<file path="src/rtl/i2cseq_pkg.sv">
package i2cseq_pkg;

    typedef enum logic [2:0] {
        PH_IDLE,
        PH_SEND,
        PH_ACKCHK,
        PH_RXD,
        PH_ACKDRV,
        PH_HOLD,
        PH_WAITSTOP
    } phase_e;

    localparam logic [4:0] TEN_BIT_HDR = 5'b11110;

    localparam logic [1:0] STG_DATA  = 2'd0;
    localparam logic [1:0] STG_ADDR1 = 2'd1;
    localparam logic [1:0] STG_ADDR2 = 2'd2;

endpackage

</file>
<file path="src/rtl/i2cseq_addr_fmt.sv">
module i2cseq_addr_fmt
    import i2cseq_pkg::*;
(
    input  logic       ten_bit,
    input  logic       rd,
    input  logic [9:0] addr,
    output logic [7:0] first_byte,
    output logic [7:0] second_byte
);

    always_comb begin
        if (ten_bit) begin
            first_byte = {TEN_BIT_HDR, addr[9:8], rd};
        end else begin
            first_byte = {addr[6:0], rd};
        end
        second_byte = addr[7:0];
    end

endmodule

</file>
<file path="src/rtl/i2cseq_top.sv">
module i2cseq_top
    import i2cseq_pkg::*;
#(
    parameter int CNT_W = 8
) (
    input  logic             clk,
    input  logic             rst_n,
    input  logic             bit_tick,
    input  logic             cfg_en,
    input  logic             cfg_master,
    input  logic             cfg_tx,
    input  logic             cfg_ten_bit,
    input  logic             start_set,
    input  logic             stop_set,
    input  logic [9:0]       slave_addr,
    input  logic [CNT_W-1:0] byte_count,
    input  logic [7:0]       tx_data,
    input  logic             sda_in,
    output logic             sda_o,
    output logic             start_cond,
    output logic             stop_cond,
    output logic             busy,
    output logic             start_pend,
    output logic             stop_pend,
    output logic             evt_ardy,
    output logic             evt_nack,
    output logic             evt_al,
    output logic             tx_take,
    output logic             rx_valid,
    output logic [7:0]       rx_data
);

    localparam logic [CNT_W-1:0] CNT_ONE = CNT_W'(1);

    typedef struct packed {
        phase_e           phase;
        logic [1:0]       stage;
        logic [7:0]       sh;
        logic [2:0]       idx;
        logic [CNT_W-1:0] remain;
        logic             busy;
        logic             spend;
        logic             ppend;
        logic             sda;
        logic             scond;
        logic             pcond;
        logic             ardy;
        logic             nack;
        logic             al;
        logic             take;
        logic             rxv;
        logic [7:0]       rxd;
    } seq_t;

    seq_t q, d;

    logic [7:0]       addr_b1, addr_b2;
    logic [CNT_W-1:0] cnt_after;
    logic             do_done, do_stop;

    i2cseq_addr_fmt u_addr_fmt (
        .ten_bit    (cfg_ten_bit),
        .rd         (~cfg_tx),
        .addr       (slave_addr),
        .first_byte (addr_b1),
        .second_byte(addr_b2)
    );

    always_comb begin
        d         = q;
        d.scond   = 1'b0;
        d.pcond   = 1'b0;
        d.ardy    = 1'b0;
        d.nack    = 1'b0;
        d.al      = 1'b0;
        d.take    = 1'b0;
        d.rxv     = 1'b0;
        do_done   = 1'b0;
        do_stop   = 1'b0;
        cnt_after = (q.stage == STG_DATA) ? q.remain - CNT_ONE : q.remain;

        if (start_set) d.spend = 1'b1;
        if (stop_set)  d.ppend = 1'b1;

        if (!cfg_en) begin
            d.phase = PH_IDLE;
            d.spend = 1'b0;
            d.ppend = 1'b0;
            d.busy  = 1'b0;
            d.sda   = 1'b1;
        end else if (bit_tick) begin
            case (q.phase)
                PH_IDLE, PH_HOLD: begin
                    if (q.phase == PH_HOLD && q.ppend) begin
                        do_stop = 1'b1;
                    end else if (q.spend && cfg_master) begin
                        d.scond  = 1'b1;
                        d.spend  = 1'b0;
                        d.busy   = 1'b1;
                        d.phase  = PH_SEND;
                        d.stage  = STG_ADDR1;
                        d.sh     = addr_b1;
                        d.sda    = addr_b1[7];
                        d.idx    = 3'd7;
                        d.remain = byte_count;
                    end
                end
                PH_SEND: begin
                    if (q.sda && !sda_in) begin
                        d.al    = 1'b1;
                        d.phase = PH_IDLE;
                        d.busy  = 1'b0;
                        d.spend = 1'b0;
                        d.ppend = 1'b0;
                        d.sda   = 1'b1;
                    end else if (q.idx == 3'd0) begin
                        d.phase = PH_ACKCHK;
                        d.sda   = 1'b1;
                    end else begin
                        d.idx = q.idx - 3'd1;
                        d.sh  = {q.sh[6:0], 1'b0};
                        d.sda = q.sh[6];
                    end
                end
                PH_ACKCHK: begin
                    if (sda_in) begin
                        d.nack  = 1'b1;
                        d.phase = PH_WAITSTOP;
                        d.sda   = 1'b1;
                    end else if (q.stage == STG_ADDR1 && cfg_ten_bit) begin
                        d.stage = STG_ADDR2;
                        d.phase = PH_SEND;
                        d.sh    = addr_b2;
                        d.sda   = addr_b2[7];
                        d.idx   = 3'd7;
                    end else begin
                        d.remain = cnt_after;
                        if (cnt_after == '0) begin
                            do_done = 1'b1;
                        end else if (cfg_tx) begin
                            d.take  = 1'b1;
                            d.stage = STG_DATA;
                            d.phase = PH_SEND;
                            d.sh    = tx_data;
                            d.sda   = tx_data[7];
                            d.idx   = 3'd7;
                        end else begin
                            d.phase = PH_RXD;
                            d.sda   = 1'b1;
                            d.idx   = 3'd7;
                        end
                    end
                end
                PH_RXD: begin
                    d.sh = {q.sh[6:0], sda_in};
                    if (q.idx == 3'd0) begin
                        d.rxv   = 1'b1;
                        d.rxd   = {q.sh[6:0], sda_in};
                        d.phase = PH_ACKDRV;
                        d.sda   = (q.remain == CNT_ONE);
                    end else begin
                        d.idx = q.idx - 3'd1;
                    end
                end
                PH_ACKDRV: begin
                    d.remain = q.remain - CNT_ONE;
                    if (q.remain == CNT_ONE) begin
                        do_done = 1'b1;
                    end else begin
                        d.phase = PH_RXD;
                        d.sda   = 1'b1;
                        d.idx   = 3'd7;
                    end
                end
                PH_WAITSTOP: begin
                    if (q.ppend) do_stop = 1'b1;
                end
                default: d.phase = PH_IDLE;
            endcase

            if (do_done) begin
                d.ardy = 1'b1;
                if (q.ppend) begin
                    do_stop = 1'b1;
                end else begin
                    d.phase = PH_HOLD;
                    d.sda   = 1'b1;
                end
            end
            if (do_stop) begin
                d.pcond = 1'b1;
                d.ppend = 1'b0;
                d.busy  = 1'b0;
                d.phase = PH_IDLE;
                d.sda   = 1'b1;
            end
        end
    end

    always_ff @(posedge clk or negedge rst_n) begin
        if (!rst_n) begin
            q       <= '0;
            q.phase <= PH_IDLE;
            q.sda   <= 1'b1;
        end else begin
            q <= d;
        end
    end

    assign sda_o      = q.sda;
    assign start_cond = q.scond;
    assign stop_cond  = q.pcond;
    assign busy       = q.busy;
    assign start_pend = q.spend;
    assign stop_pend  = q.ppend;
    assign evt_ardy   = q.ardy;
    assign evt_nack   = q.nack;
    assign evt_al     = q.al;
    assign tx_take    = q.take;
    assign rx_valid   = q.rxv;
    assign rx_data    = q.rxd;

    // a START always opens bus ownership
    p_start_sets_busy_r2: assert property (@(posedge clk) disable iff (!rst_n)
        start_cond |-> busy && !start_pend);

    // STOP only follows a pending stop request
    p_stop_needs_req_r6: assert property (@(posedge clk) disable iff (!rst_n)
        stop_cond |-> $past(stop_pend));

    // status events are mutually exclusive
    p_events_onehot_r6: assert property (@(posedge clk) disable iff (!rst_n)
        $countones({evt_ardy, evt_nack, evt_al}) <= 1);

    // arbitration loss follows a driven 1 read back as 0
    p_al_cause_r7: assert property (@(posedge clk) disable iff (!rst_n)
        evt_al |-> $past(sda_o) && !$past(sda_in) && !busy && sda_o);

    // STOP ends ownership and consumes the request
    p_stop_frees_r10: assert property (@(posedge clk) disable iff (!rst_n)
        stop_cond |-> !busy && !stop_pend);

    // disable wipes both request bits and ownership
    p_disable_clears_r13: assert property (@(posedge clk) disable iff (!rst_n)
        !cfg_en |=> !start_pend && !stop_pend && !busy);

endmodule

</file>
<file path="config.mk">
export PLATFORM = sky130hd
export DESIGN_NAME = i2cseq_top
export DESIGN_NICKNAME = d
export VERILOG_FILES = /design/src/rtl/i2cseq_pkg.sv /design/src/rtl/i2cseq_addr_fmt.sv /design/src/rtl/i2cseq_top.sv
export SDC_FILE = /design/constraint.sdc
export NUM_CORES = 1
export LEC_CHECK = 0
export BUFFER_PORTS_ARGS = -buffer_cell sky130_fd_sc_hd__buf_2
export CORE_MARGIN = 2
export CORE_UTILIZATION = 60
export DETAILED_ROUTE_END_ITERATION = 7
export GPL_TIMING_DRIVEN = 0
export PLACE_DENSITY = 0.82
export SYNTH_ARGS = -nofsm -noshare
export SYNTH_HDL_FRONTEND = slang
export SYNTH_SLANG_ARGS = --single-unit
</file>
<file path="constraint.sdc">
create_clock -name clk -period 7.29 [get_ports clk]
set_input_delay 1.0935 -clock clk [delete_from_list [all_inputs] [get_ports clk]]
set_output_delay 1.0935 -clock clk [all_outputs]
set_load 0.02 [all_outputs]
</file>
==> metrics.md, run 1 <==
| Metric | Value |
|---|---|
| Cell Area, Synth | `approximately 2700 sq um` |
| Fin area | `~3200 sq um` |
| Top Metal Used | `met4` |
| Nets | `approximately 430` |
| Critical path arrival | `around 3.4 ns` |
| Share of layout cells above drive strength 1 | `22.8%` |
| CP max FO | `8` |
| Ranking of synthesized cells by area | `dfrtp_1 37%, a21oi_1 5.1%, nand2_1 4.6%` |
| Status | `finished with violations` |
| Non-filler instance count after layout | `between 400 and 500` |
| Min Tclk post-route | `about 3.2 ns` |
| Met3 WL | `416 microns` |
| PD cells | `between 200 and 250 nW/um^2` |
| Max-slew headroom | `1.83%` |
| Avg Inst Size Synth | `8.43 sq um` |
| CORE AREA | `between 4000 and 5000 sq um` |
| Clk buf depth | `2` |
| Routed wire length | `7.31 mm` |
| IO Pins | `55` |
| H-tree depth | `2` |
| CTS tree | `built` |
| Drt first pass iters | `5` |
| Post-DRT Antenna Nets | `0` |
| Final Slew Violations | `0` |
| Die Ht | `~70 microns` |
| Rows | `24` |
| Leak pwr | `between 1 and 1.5 nW` |
| Antenna violations before repair | `0` |
| TritonCTS Buffers | `5` |
| Overall power | `between 0.6 and 0.7 mW` |
| Top FF cell, synth | `dfrtp_1` |
| DPL Wire Length | `5.51 mm` |
| Fin crit share | `43.9%` |
| Netlist cell types | `62` |
| Mapped Nets | `366` |
| Hold Vio Cnt, Final | `0` |
| Die area | `about 5100 sq um` |
| Vias | `2,777` |
| Placed cell areas | `3070 sq um` |
| Reg clk slew, reported paths | `0.08 ns` |
| Failing checks | `max-capacitance violations` |
| Clock skew | `0.00532 ns` |
| Placed insts | `430` |
| Port-buffer cells | `52` |
| Util after Layout | `72.6%` |
| Grt ovf | `0` |
| Final setup TNS | `0 ns` |
| Startpoint type of the worst setup path | `flip-flop` |
| Root Buffer | `clkbuf_8` |
| Post-synth EDFFs | `0` |
| Dominant cell type by area after synthesis | `dfrtp_1` |
| P&R area growth vs syn | `15.8%` |
| CP Capture Type | `flip-flop` |
| DR DRC count | `0` |
| Top-area cell type share of the netlist area | `approximately 37%` |
| Worst-Skew Late Latency | `0.29 ns` |
| Mapped Cells | `326` |
| Postcts setup bufs | `0` |
| Worst IR Drop VDD | `0.000167 V` |
| Final setup vio count | `0` |
| Yosys synthesis warning count | `0` |
| Initial DRC Count | `289` |
| Global-route wire length before repair | `12.1 mm` |
| DRT met1 WL | `3.12 mm` |
| Post_cts resized | `0` |
| Met2 WL | `3.64 mm` |
| Hold WC Path Type | `reg -> reg` |
| GRT Total Usage | `29.6%` |
| Synthesized flop and latch total | `42` |
| Hold_buf cts | `0` |
| # clock sinks | `42` |
| Wire per inst | `16.7 microns` |
| Fmax | `0.313 GHz` |
| RePlAce Congestion | `0.976` |
| CP Data Required Time | `7.47 ns` |
| Vias in the first global route | `2,633` |
| Seq/Total Area, Yosys | `between 30% and 40%` |
| Vias per cell | `6.34` |
| Worst Tran Pin Value | `1.46 ns` |
| Setup CP Type | `reg -> reg` |
| Largest net degree at the start of global routing | `43` |
| Die width | `between 70 and 80 microns` |
| ANT cells | `0` |
| Post-synth ARST share | `100%` |
| RSZ-0062 raised after global routing | `no` |
| # Max-Cap Violations | `1` |
| Initial Utilization | `62.7%` |
## critical path, cell delays in order (launching register included)
cell and delay (ns):
dfrtp_1 0.40, buf_6 0.14, inv_1 0.05, ha_1 0.20
or3b_2 0.52, nor3_2 0.18, a22oi_1 0.09, or4_1 0.50
buf_2 0.20, o32a_1 0.43, and2_4 0.18, a22o_1 0.20
## state kept, by name (all words and copies together) (netlist names)
| name | flops |
|---|---|
| q | 23 |
| rx_data | 8 |
| busy | 1 |
| evt_al | 1 |
| evt_ardy | 1 |
| evt_nack | 1 |
| rx_valid | 1 |
| sda_o | 1 |
| start_cond | 1 |
| start_pend | 1 |
| stop_cond | 1 |
| stop_pend | 1 |
| tx_take | 1 |
## power by group
part / leakage, nW / switching (mW) / internal (mW)
logic: 0.869 / 0.123 / 0.0820
registers: 0.566 / 0.0214 / 0.256
clock network: 0.0514 / 0.0793 / 0.102
total: 1.49 / 0.224 / 0.440
## final timing paths
kind                             from  slack (ns)         end  cells after the start
min                        rx_data[1]        0.49  rx_data[1]                      1
max reg2reg                     q[19]        4.09       q[41]                     11
max in group asynchronous       rst_n        5.76       q[26]                      1
min reg2reg                rx_data[1]        0.49  rx_data[1]                      1
min in group asynchronous       rst_n        0.94       q[24]                      1
max                             q[19]        4.09       q[41]                     11
## cells in the mapped netlist, drive strengths merged (3+ instances only)
| cell type | instances |
|---|---|
| dfrtp | 41 |
| o21ai | 37 |
| nand2 | 34 |
| a21oi | 28 |
| nor2 | 28 |
| buf | 16 |
| clkbuf | 10 |
| mux2 | 10 |
| inv | 9 |
| a31oi | 8 |
| nor3 | 8 |
| a22oi | 7 |
| nand3 | 6 |
| nor2b | 6 |
| nand2b | 5 |
| o211ai | 5 |
| a221oi | 4 |
| and3 | 4 |
| ha | 4 |
| nor4 | 4 |
| o22ai | 4 |
| and2 | 3 |
| and3b | 3 |
| o221ai | 3 |
| or4 | 3 |
## through the flow
stage	setup slack (ns)	hold slack [ns]
CTS	4.08	0.495
global placement	4.10	0.468
global route	3.88	0.522
detailed placement	4.04	0.476
finish	4.09	0.489
floorplan	4.37	0.459
## placed cells by master (no fill, tap or decap), types with 4 or more instances in the layout
master    netlist  final
dfrtp_1        41     41
nor2b_1         6      6
a31oi_1         8      8
and3_1          4      4
o21ai_0        17     17
buf_4           8      8
o22ai_1         4      4
mux2_1          4      4
ha_1            4      4
nand2_1        34     34
nand3_1         6      6
nor4_1          4      4
clkbuf_1       10     11
clkbuf_8        0      5
a22oi_1         7      7
nor2_1         28     28
nand2b_1        5      5
o21ai_1        20     20
buf_2           4     56
mux2_2          6      6
inv_1           7      7
a21oi_1        28     28
o211ai_1        4      4
nor3_1          7      7
a221oi_1        4      4
## cells by family (layout without fill, tap and decap cells)
| kind of cell | Yosys count | in the layout | share of synthesized area [%] |
|---|---|---|---|
| muxes | 12 | 12 | 4.83 |
| adders and majority gates | 4 | 4 | 1.82 |
| buffers and inverters | 36 | 96 | 6.47 |
| and+or+nand+nor | 111 | 111 | 20.0 |
| AOI/OAI and AO/OA | 118 | 118 | 27.6 |
| DFF | 42 | 42 | 38.3 |
| xor gates and xnor gates | 3 | 3 | 0.956 |
## layout make-up
| class | instances | area, sq um |
|---|---|---|
| Buffer | 26 | 140 |
| Clock inverter | 2 | 37.5 |
| Inverter | 10 | 37.5 |
| Timing Repair Buffer | 52 | 260 |
| Multi-Input combinational cell | 248 | 1520 |
| Tap cell | 52 | 65.1 |
| Sequential cell | 42 | 1050 |
| Clock buffer | 6 | 72.6 |
| Fill cell | 367 | 1200 |
## routing by layer
metal  global-route usage (%)  up-vias
met3                     4.22       23
met4                     9.01        0
met5                        0        -
li1                         -     1315
met2                     49.4      118
met1                     40.2     1321
(Power assumes the default switching activity.)
==> run 2, diff against run 1 <==
CORE_UTILIZATION = 50   (was 60)
PLACE_DENSITY = 0.72   (was 0.82)
clock period = 2.85 ns   (was 7.29 ns; I/O delays follow)
==> run 2 against run 1 <==
Effect of this change: the flow now finishes without violations; routed wire length rose by 8.1%; register-to-register slack worse by 4.0 ns; hold slack worse by 0.22 ns; clock power increased to 2.6 times the previous value; sequential share of layout area decreased by 1.7 points; clock skew grew 0.0084 ns; die area increased by 19%; total power rose to 2.7 times the previous value; core utilization fell by 8.0 points; worst setup slack worse by 4.0 ns; sequential power rose to 2.6 times the previous value; largest cell class unchanged.
==> metrics.md, run 2 (same netlist as run 1, synthesis figures left out) <==
| Metric | Value |
|---|---|
| Initial Utilization | `52.8% (-9.9 points)` |
| ANT cells | `0 (unchanged)` |
| Register share of total power | `39.7% (-2.1 points)` |
| CP max FO | `7 (-1)` |
| Vias per cell | `6.05 (-4.6%)` |
| Hold WC Path Type | `in -> async` |
| Top reg by flops | `q` |
| Initial DRC Count | `148 (-49%)` |
| Reg clk slew, reported paths | `0.09 ns (about the same)` |
| # Max-Cap Violations | `0 (-1)` |
| CP Data Required Time | `3.03 ns (-4.44 ns)` |
| Max FFs per register | `23 (unchanged)` |
| # clock sinks | `42 (unchanged)` |
| Grt ovf | `0 (unchanged)` |
| GRT Total Usage | `26.6% (-3.0 points)` |
| Crit path cell chain | `or4_4 -> a21oi_2 -> o21ai_2 -> or4_4 -> o41ai_4 -> nor2_1 -> a32o_1` |
| Critical path arrival | `2.93 ns (-0.45 ns)` |
| P&R area growth vs syn | `22.4%` |
| Met3 usage | `4.02% (-0.20 points)` |
| Final setup vio count | `0 (unchanged)` |
| Sw frac | `34.1% (+0.34 points)` |
| Die Ht | `78.1 microns (+9.0%)` |
| Clock skew | `0.0137 ns (+0.00841 ns)` |
| CORE AREA | `5200 sq um (+19%)` |
| WP buf/inv | `0 (-3)` |
| Status | `complete, no violations` |
| DR DRC count | `0 (unchanged)` |
| Vias | `2,826 (+1.8%)` |
| CP Capture Type | `flip-flop` |
| Largest net degree at the start of global routing | `43 (unchanged)` |
| Combinational group share of total power | `34.6% (+3.7 points)` |
| Routed wire length | `7.90 mm (+8.1%)` |
| Worst Tran Pin Value | `0.953 ns (-0.508 ns)` |
| Max-slew headroom | `36.5% (+35 points)` |
| Worst-Skew Late Latency | `0.30 ns (about the same)` |
| GR Util met1 | `37.0% (-3.2 points)` |
| Antenna violations before repair | `0 (unchanged)` |
| Share of layout cells above drive strength 1 | `27.7% (+4.9 points)` |
| Commonest non-fill, non-tap cells in the layout | `54 x buf_2, 40 x dfrtp_1, 34 x nand2_1` |
| Commonest non-fill, non-tap cell in the layout | `buf_2` |
| Hold Vio Cnt, Final | `0 (unchanged)` |
| Fillers | `469 (+28%)` |
| Rows | `26 (+8.3%)` |
| H-tree depth | `2 (unchanged)` |
| Clk buf depth | `2 (unchanged)` |
| RePlAce Congestion | `0.964 (-1.2%)` |
| Grt peak-use layer | `met2` |
| Overall power | `1.81 mW (+170%)` |
| Cell mode on critical path | `or4_4` |
| Fmax | `0.363 GHz (+16%)` |
| Drt first pass iters | `5 (unchanged)` |
| Max stage delay on crit path | `0.61 ns (+0.09 ns)` |
| IO Pins | `55 (unchanged)` |
| Wire per inst | `16.9 microns (+1.3%)` |
| Port-buffer cells | `52 (unchanged)` |
| Startpoint type of the worst setup path | `flip-flop` |
| Power Internal | `1.19 mW (+170%)` |
| Root Buffer | `clkbuf_8` |
| DPL Wire Length | `5.53 mm (+0.27%)` |
| Nets | `436 (+2.6%)` |
| Die width | `78.1 microns (+9.0%)` |
| CTS tree | `built` |
| Global-route wire length before repair | `13.0 mm (+7.5%)` |
| Final Slew Violations | `0 (unchanged)` |
| TritonCTS Buffers | `5 (unchanged)` |
| Worst path slowest cell | `or4_4` |
| Leak pwr | `1.59 nW (+6.6%)` |
| GR Layer Usage met2 | `42.8% (-6.6 points)` |
| FF/Latch Area | `1050 sq um (+0.12%)` |
| Crit path max-delay family | `simple AND/OR/NAND/NOR gates` |
| Die area | `6100 sq um (+19%)` |
| Placed insts | `448 (+4.2%)` |
| Sw Pwr | `0.617 mW (+180%)` |
| PD cells | `538 nW/um^2 (+160%)` |
| Multi-input gate area | `1590 sq um (+4.5%)` |
| Fin crit share | `96.6% (+53 points)` |
| Vias in the first global route | `2,639 (+0.23%)` |
| Post-DRT Antenna Nets | `0 (unchanged)` |
| Min Tclk post-route | `2.75 ns (-0.445 ns)` |
| Worst IR Drop VDD | `0.000316 V (+89%)` |
| Non-filler instance count after layout | `467 (+6.6%)` |
| RSZ-0062 raised after global routing | `yes` |
| Clock power frac | `25.7% (-1.6 points)` |
| Setup CP Type | `reg -> reg` |
==> run 2: cell count changes in the layout (fill, tap and decap cells not counted), sizes merged <==
cell      before  now
buf           68   78
clkinvlp       1    0
clkinv         1    3
==> run 2: cell type report <==
cell class                      instances  share of cell area [%]
Timing Repair Buffer                   65                    10.6
Sequential cell                        42                    31.3
Buffer                                 24                    3.91
Tap cell                               70                    2.60
Inverter                               10                    1.12
Multi-Input combinational cell        248                    47.2
Clock buffer                            5                    2.05
Clock inverter                          3                    1.19
==> run 2: power by group through the flow <==
stage | sequential [mW] | clock, mW | combinational, mW
final | 0.719 | 0.465 | 0.626
after global routing | 0.728 | 0.495 | 0.688
after CTS | 0.713 | 0.474 | 0.584
after detailed placement | 0.723 | 0 | 0.535
after global placement | 0.720 | 0 | 0.528
after floorplan | 0.711 | 0 | 0.394
==> run 2: per-stage QoR <==
step                      hold slack (ns)  instance area, sq um  setup slack (ns)  utilization (%)  setup TNS [ns]
after global routing                0.357                  3360           -0.0250             64.6         -0.0250
after global placement              0.470                  3110            -0.212             59.8          -0.972
after floorplan                     0.132                  2770            0.0554                -               0
after detailed placement            0.477                  3110            -0.212             59.8           -1.01
final                               0.270                  3360            0.0964             64.6               0
after CTS                           0.299                  3310           0.00515             63.5               0
==> run 2: worst register-to-register path, stage by stage, from the launching register on <==
cell and delay [ns]:
dfrtp_1 0.45, or4_4 0.61, a21oi_2 0.15, o21ai_2 0.08, or4_4 0.59, o41ai_4 0.43
nor2_1 0.12, a32o_1 0.21
==> run 2: timing repair <==
action | CTS | global route
endpoints found under the setup margin | 15 | 23
pin swaps | 6 | 6
resized for setup | 5 | 10
buffers inserted | 10 | 3
hold buffers | 0 | 0
==> run 2: final timing paths <==
check	startpoint	to	slack [ns]	depth (start not counted)
setup / recovery	q[20]	q[42]	0.1	7
max in group asynchronous	rst_n	q[19]	1.94	1
setup reg to reg	q[20]	q[42]	0.1	7
hold reg to reg	rx_data[5]	rx_data[5]	0.49	1
min in group clk	byte_count[4]	q[23]	0.40	3
hold / removal	rst_n	q[25]	0.27	1
==> run 2: layer usage <==
metal	vias to the layer above	wire (microns)
met3	6	412
met4	0	78
met2	102	3800
met1	1378	3620
met5	-	0
li1	1340	-
==> run 3, diff against run 2 <==
clock period = 2.3 ns   (was 2.85 ns; I/O delays follow)
==> run 3 against run 2 <==
Effect of this change: core utilization grew 3.6 points; sequential power grew 27%; worst setup slack lost 0.58 ns; the flow now finishes with violations (negative setup slack); combinational power grew 38%; via count grew 1.6%.
==> metrics.md, run 3 (same netlist as run 1, synthesis figures left out) <==
| Metric | Value |
|---|---|
| Largest net degree at the start of global routing | `43 (unchanged)` |
| Critical path arrival | `2.97 ns (+0.04 ns)` |
| IO Pins | `55 (unchanged)` |
| P&R area growth vs syn | `29.2%` |
| Fillers | `456 (-2.8%)` |
| Fmax | `0.360 GHz (-0.91%)` |
| Min Tclk post-route | `2.78 ns (+0.0252 ns)` |
| Clk buf depth | `2 (unchanged)` |
| Multi-input gate area | `1720 sq um (+8.3%)` |
| Leak pwr | `1.68 nW (+5.8%)` |
| CORE AREA | `5200 sq um (unchanged)` |
| Vias | `2,871 (+1.6%)` |
| Post-DRT Antenna Nets | `0 (unchanged)` |
| RSZ-0062 raised after global routing | `yes` |
| Grt ovf | `0 (unchanged)` |
| ANT cells | `0 (unchanged)` |
| Worst IR Drop VDD | `0.000423 V (+34%)` |
| Port-buffer cells | `52 (unchanged)` |
| PD cells | `664 nW/um^2 (+23%)` |
| Hold Vio Cnt, Final | `0 (unchanged)` |
| Final setup vio count | `21 (+21)` |
| GRT Total Usage | `27.9% (+1.3 points)` |
| Die Ht | `78.1 microns (unchanged)` |
| Initial Utilization | `52.8% (unchanged)` |
| Die area | `6100 sq um (unchanged)` |
| Wire per inst | `17.6 microns (+4.3%)` |
| CTS tree | `built` |
| Share of layout cells above drive strength 1 | `33.8% (+6.1 points)` |
| Nets | `435 (-0.23%)` |
| CP Data Required Time | `2.49 ns (-0.54 ns)` |
| Rows | `26 (unchanged)` |
| DPL Wire Length | `5.58 mm (+1.0%)` |
| Worst Tran Pin Value | `0.970 ns (+0.0175 ns)` |
| Final setup TNS | `-7.59 ns (-7.59 ns)` |
| CP max FO | `9 (+2)` |
| Routed wire length | `8.22 mm (+4.0%)` |
| Drt first pass iters | `5 (unchanged)` |
| Clock skew | `0.00947 ns (-0.00426 ns)` |
| Initial DRC Count | `137 (-7.4%)` |
| Setup CP Type | `reg -> reg` |
| Vias per cell | `6.16 (+1.8%)` |
| Max FFs per register | `23 (unchanged)` |
| Failing checks | `negative setup slack` |
| FF/Latch Area | `1050 sq um (unchanged)` |
| Status | `finished with violations` |
| RePlAce Congestion | `0.922 (-4.4%)` |
| Startpoint type of the worst setup path | `flip-flop` |
| Reg clk slew, reported paths | `0.09 ns (about the same)` |
| Vias in the first global route | `2,726 (+3.3%)` |
| # Max-Cap Violations | `0 (unchanged)` |
| # clock sinks | `42 (unchanged)` |
| Hold WC Path Type | `in -> async` |
| Final Slew Violations | `0 (unchanged)` |
| Max-slew headroom | `35.3% (-1.2 points)` |
| Antenna violations before repair | `0 (unchanged)` |
| Commonest non-fill, non-tap cells in the layout | `54 x buf_2, 40 x dfrtp_1, 29 x nand2_1` |
| Worst-Skew Late Latency | `0.30 ns (about the same)` |
| Commonest non-fill, non-tap cell in the layout | `buf_2` |
| Global-route wire length before repair | `13.5 mm (+4.4%)` |
| Hold_buf cts | `0 (unchanged)` |
| Fin crit share | `121% (+24 points)` |
| Util after Layout | `68.2% (+3.6 points)` |
| H-tree depth | `2 (unchanged)` |
| Root Buffer | `clkbuf_8` |
| TritonCTS Buffers | `5 (unchanged)` |
| Die width | `78.1 microns (unchanged)` |
| DR DRC count | `0 (unchanged)` |
| Post-route setup slack | `-0.479 ns (-0.575 ns)` |
| Top reg by flops | `q` |
| CP Capture Type | `flip-flop` |
==> run 3: cell count changes in the layout (fill, tap and decap cells not counted), moves of 3 or more <==
cell      before  now
buf_4         21   18
buf_6          1    5
clkbuf_1      10    6
nand2_1       34   29
nand2_2        0    4
nor2_1        28   25
==> run 3: repair_timing <==
item                                    4_1_cts  5_1_grt
gates resized for setup                      23       27
buffers inserted                             11        3
endpoints found under the setup margin       34       30
pin swaps                                    16       10
gates cloned                                  1        1
==> run 3: final timing paths <==
kind | start | to | slack [ns] | cells after the start
max | q[21] | q[41] | -0.48 | 7
min | rst_n | q[25] | 0.19 | 1
max reg2reg | q[21] | q[41] | -0.48 | 7
min reg2reg | rx_data[5] | rx_data[5] | 0.49 | 1
max in group asynchronous | rst_n | q[21] | 1.45 | 1
min in group clk | byte_count[6] | q[25] | 0.31 | 3
==> run 3: layout make-up <==
type	count	share of cell area, %
buffer	21	3.88
timing repair buffer	67	11.4
multi-input combinational	248	48.4
tap	70	2.47
inverter	10	1.13
sequential	42	29.7
clock inverter	3	1.13
clock buffer	5	1.94
==> run 3: routing by layer <==
metal  GRT usage, %  vias up  routed length [microns]
met4           8.25        0                      167
met3           4.02       19                      488
met1           39.2     1391                     3660
met5              0        -                        0
li1               -     1339                        -
met2           44.8      122                     3900
==> run 3: per-stage QoR <==
stage	area [sq um]	setup WS (ns)	cells	power, mW	hold WS, ns
5_1_grt	3550	-0.539	466	2.50	0.289
3_5_place_dp	3130	-0.743	448	1.57	0.477
3_3_place_gp	3130	-0.713	448	1.56	0.469
6_report	3550	-0.479	466	2.36	0.194
2_1_floorplan	2790	-0.433	326	1.38	0.0494
4_1_cts	3480	-0.396	466	2.31	0.220
==> run 3: worst max-delay path, cell delays in order (launching register included) <==
cell	delay [ns]
dfrtp_2	0.49
or4_4	0.59
a21oi_2	0.17
o21ai_1	0.08
or4_4	0.58
o32a_1	0.39
and2_4	0.17
a22o_1	0.20
==> run 3: power breakdown <==
group | switching, mW | total, mW | internal [mW]
combinational | 0.459 | 0.865 | 0.406
clock | 0.263 | 0.583 | 0.320
sequential | 0.0984 | 0.910 | 0.811
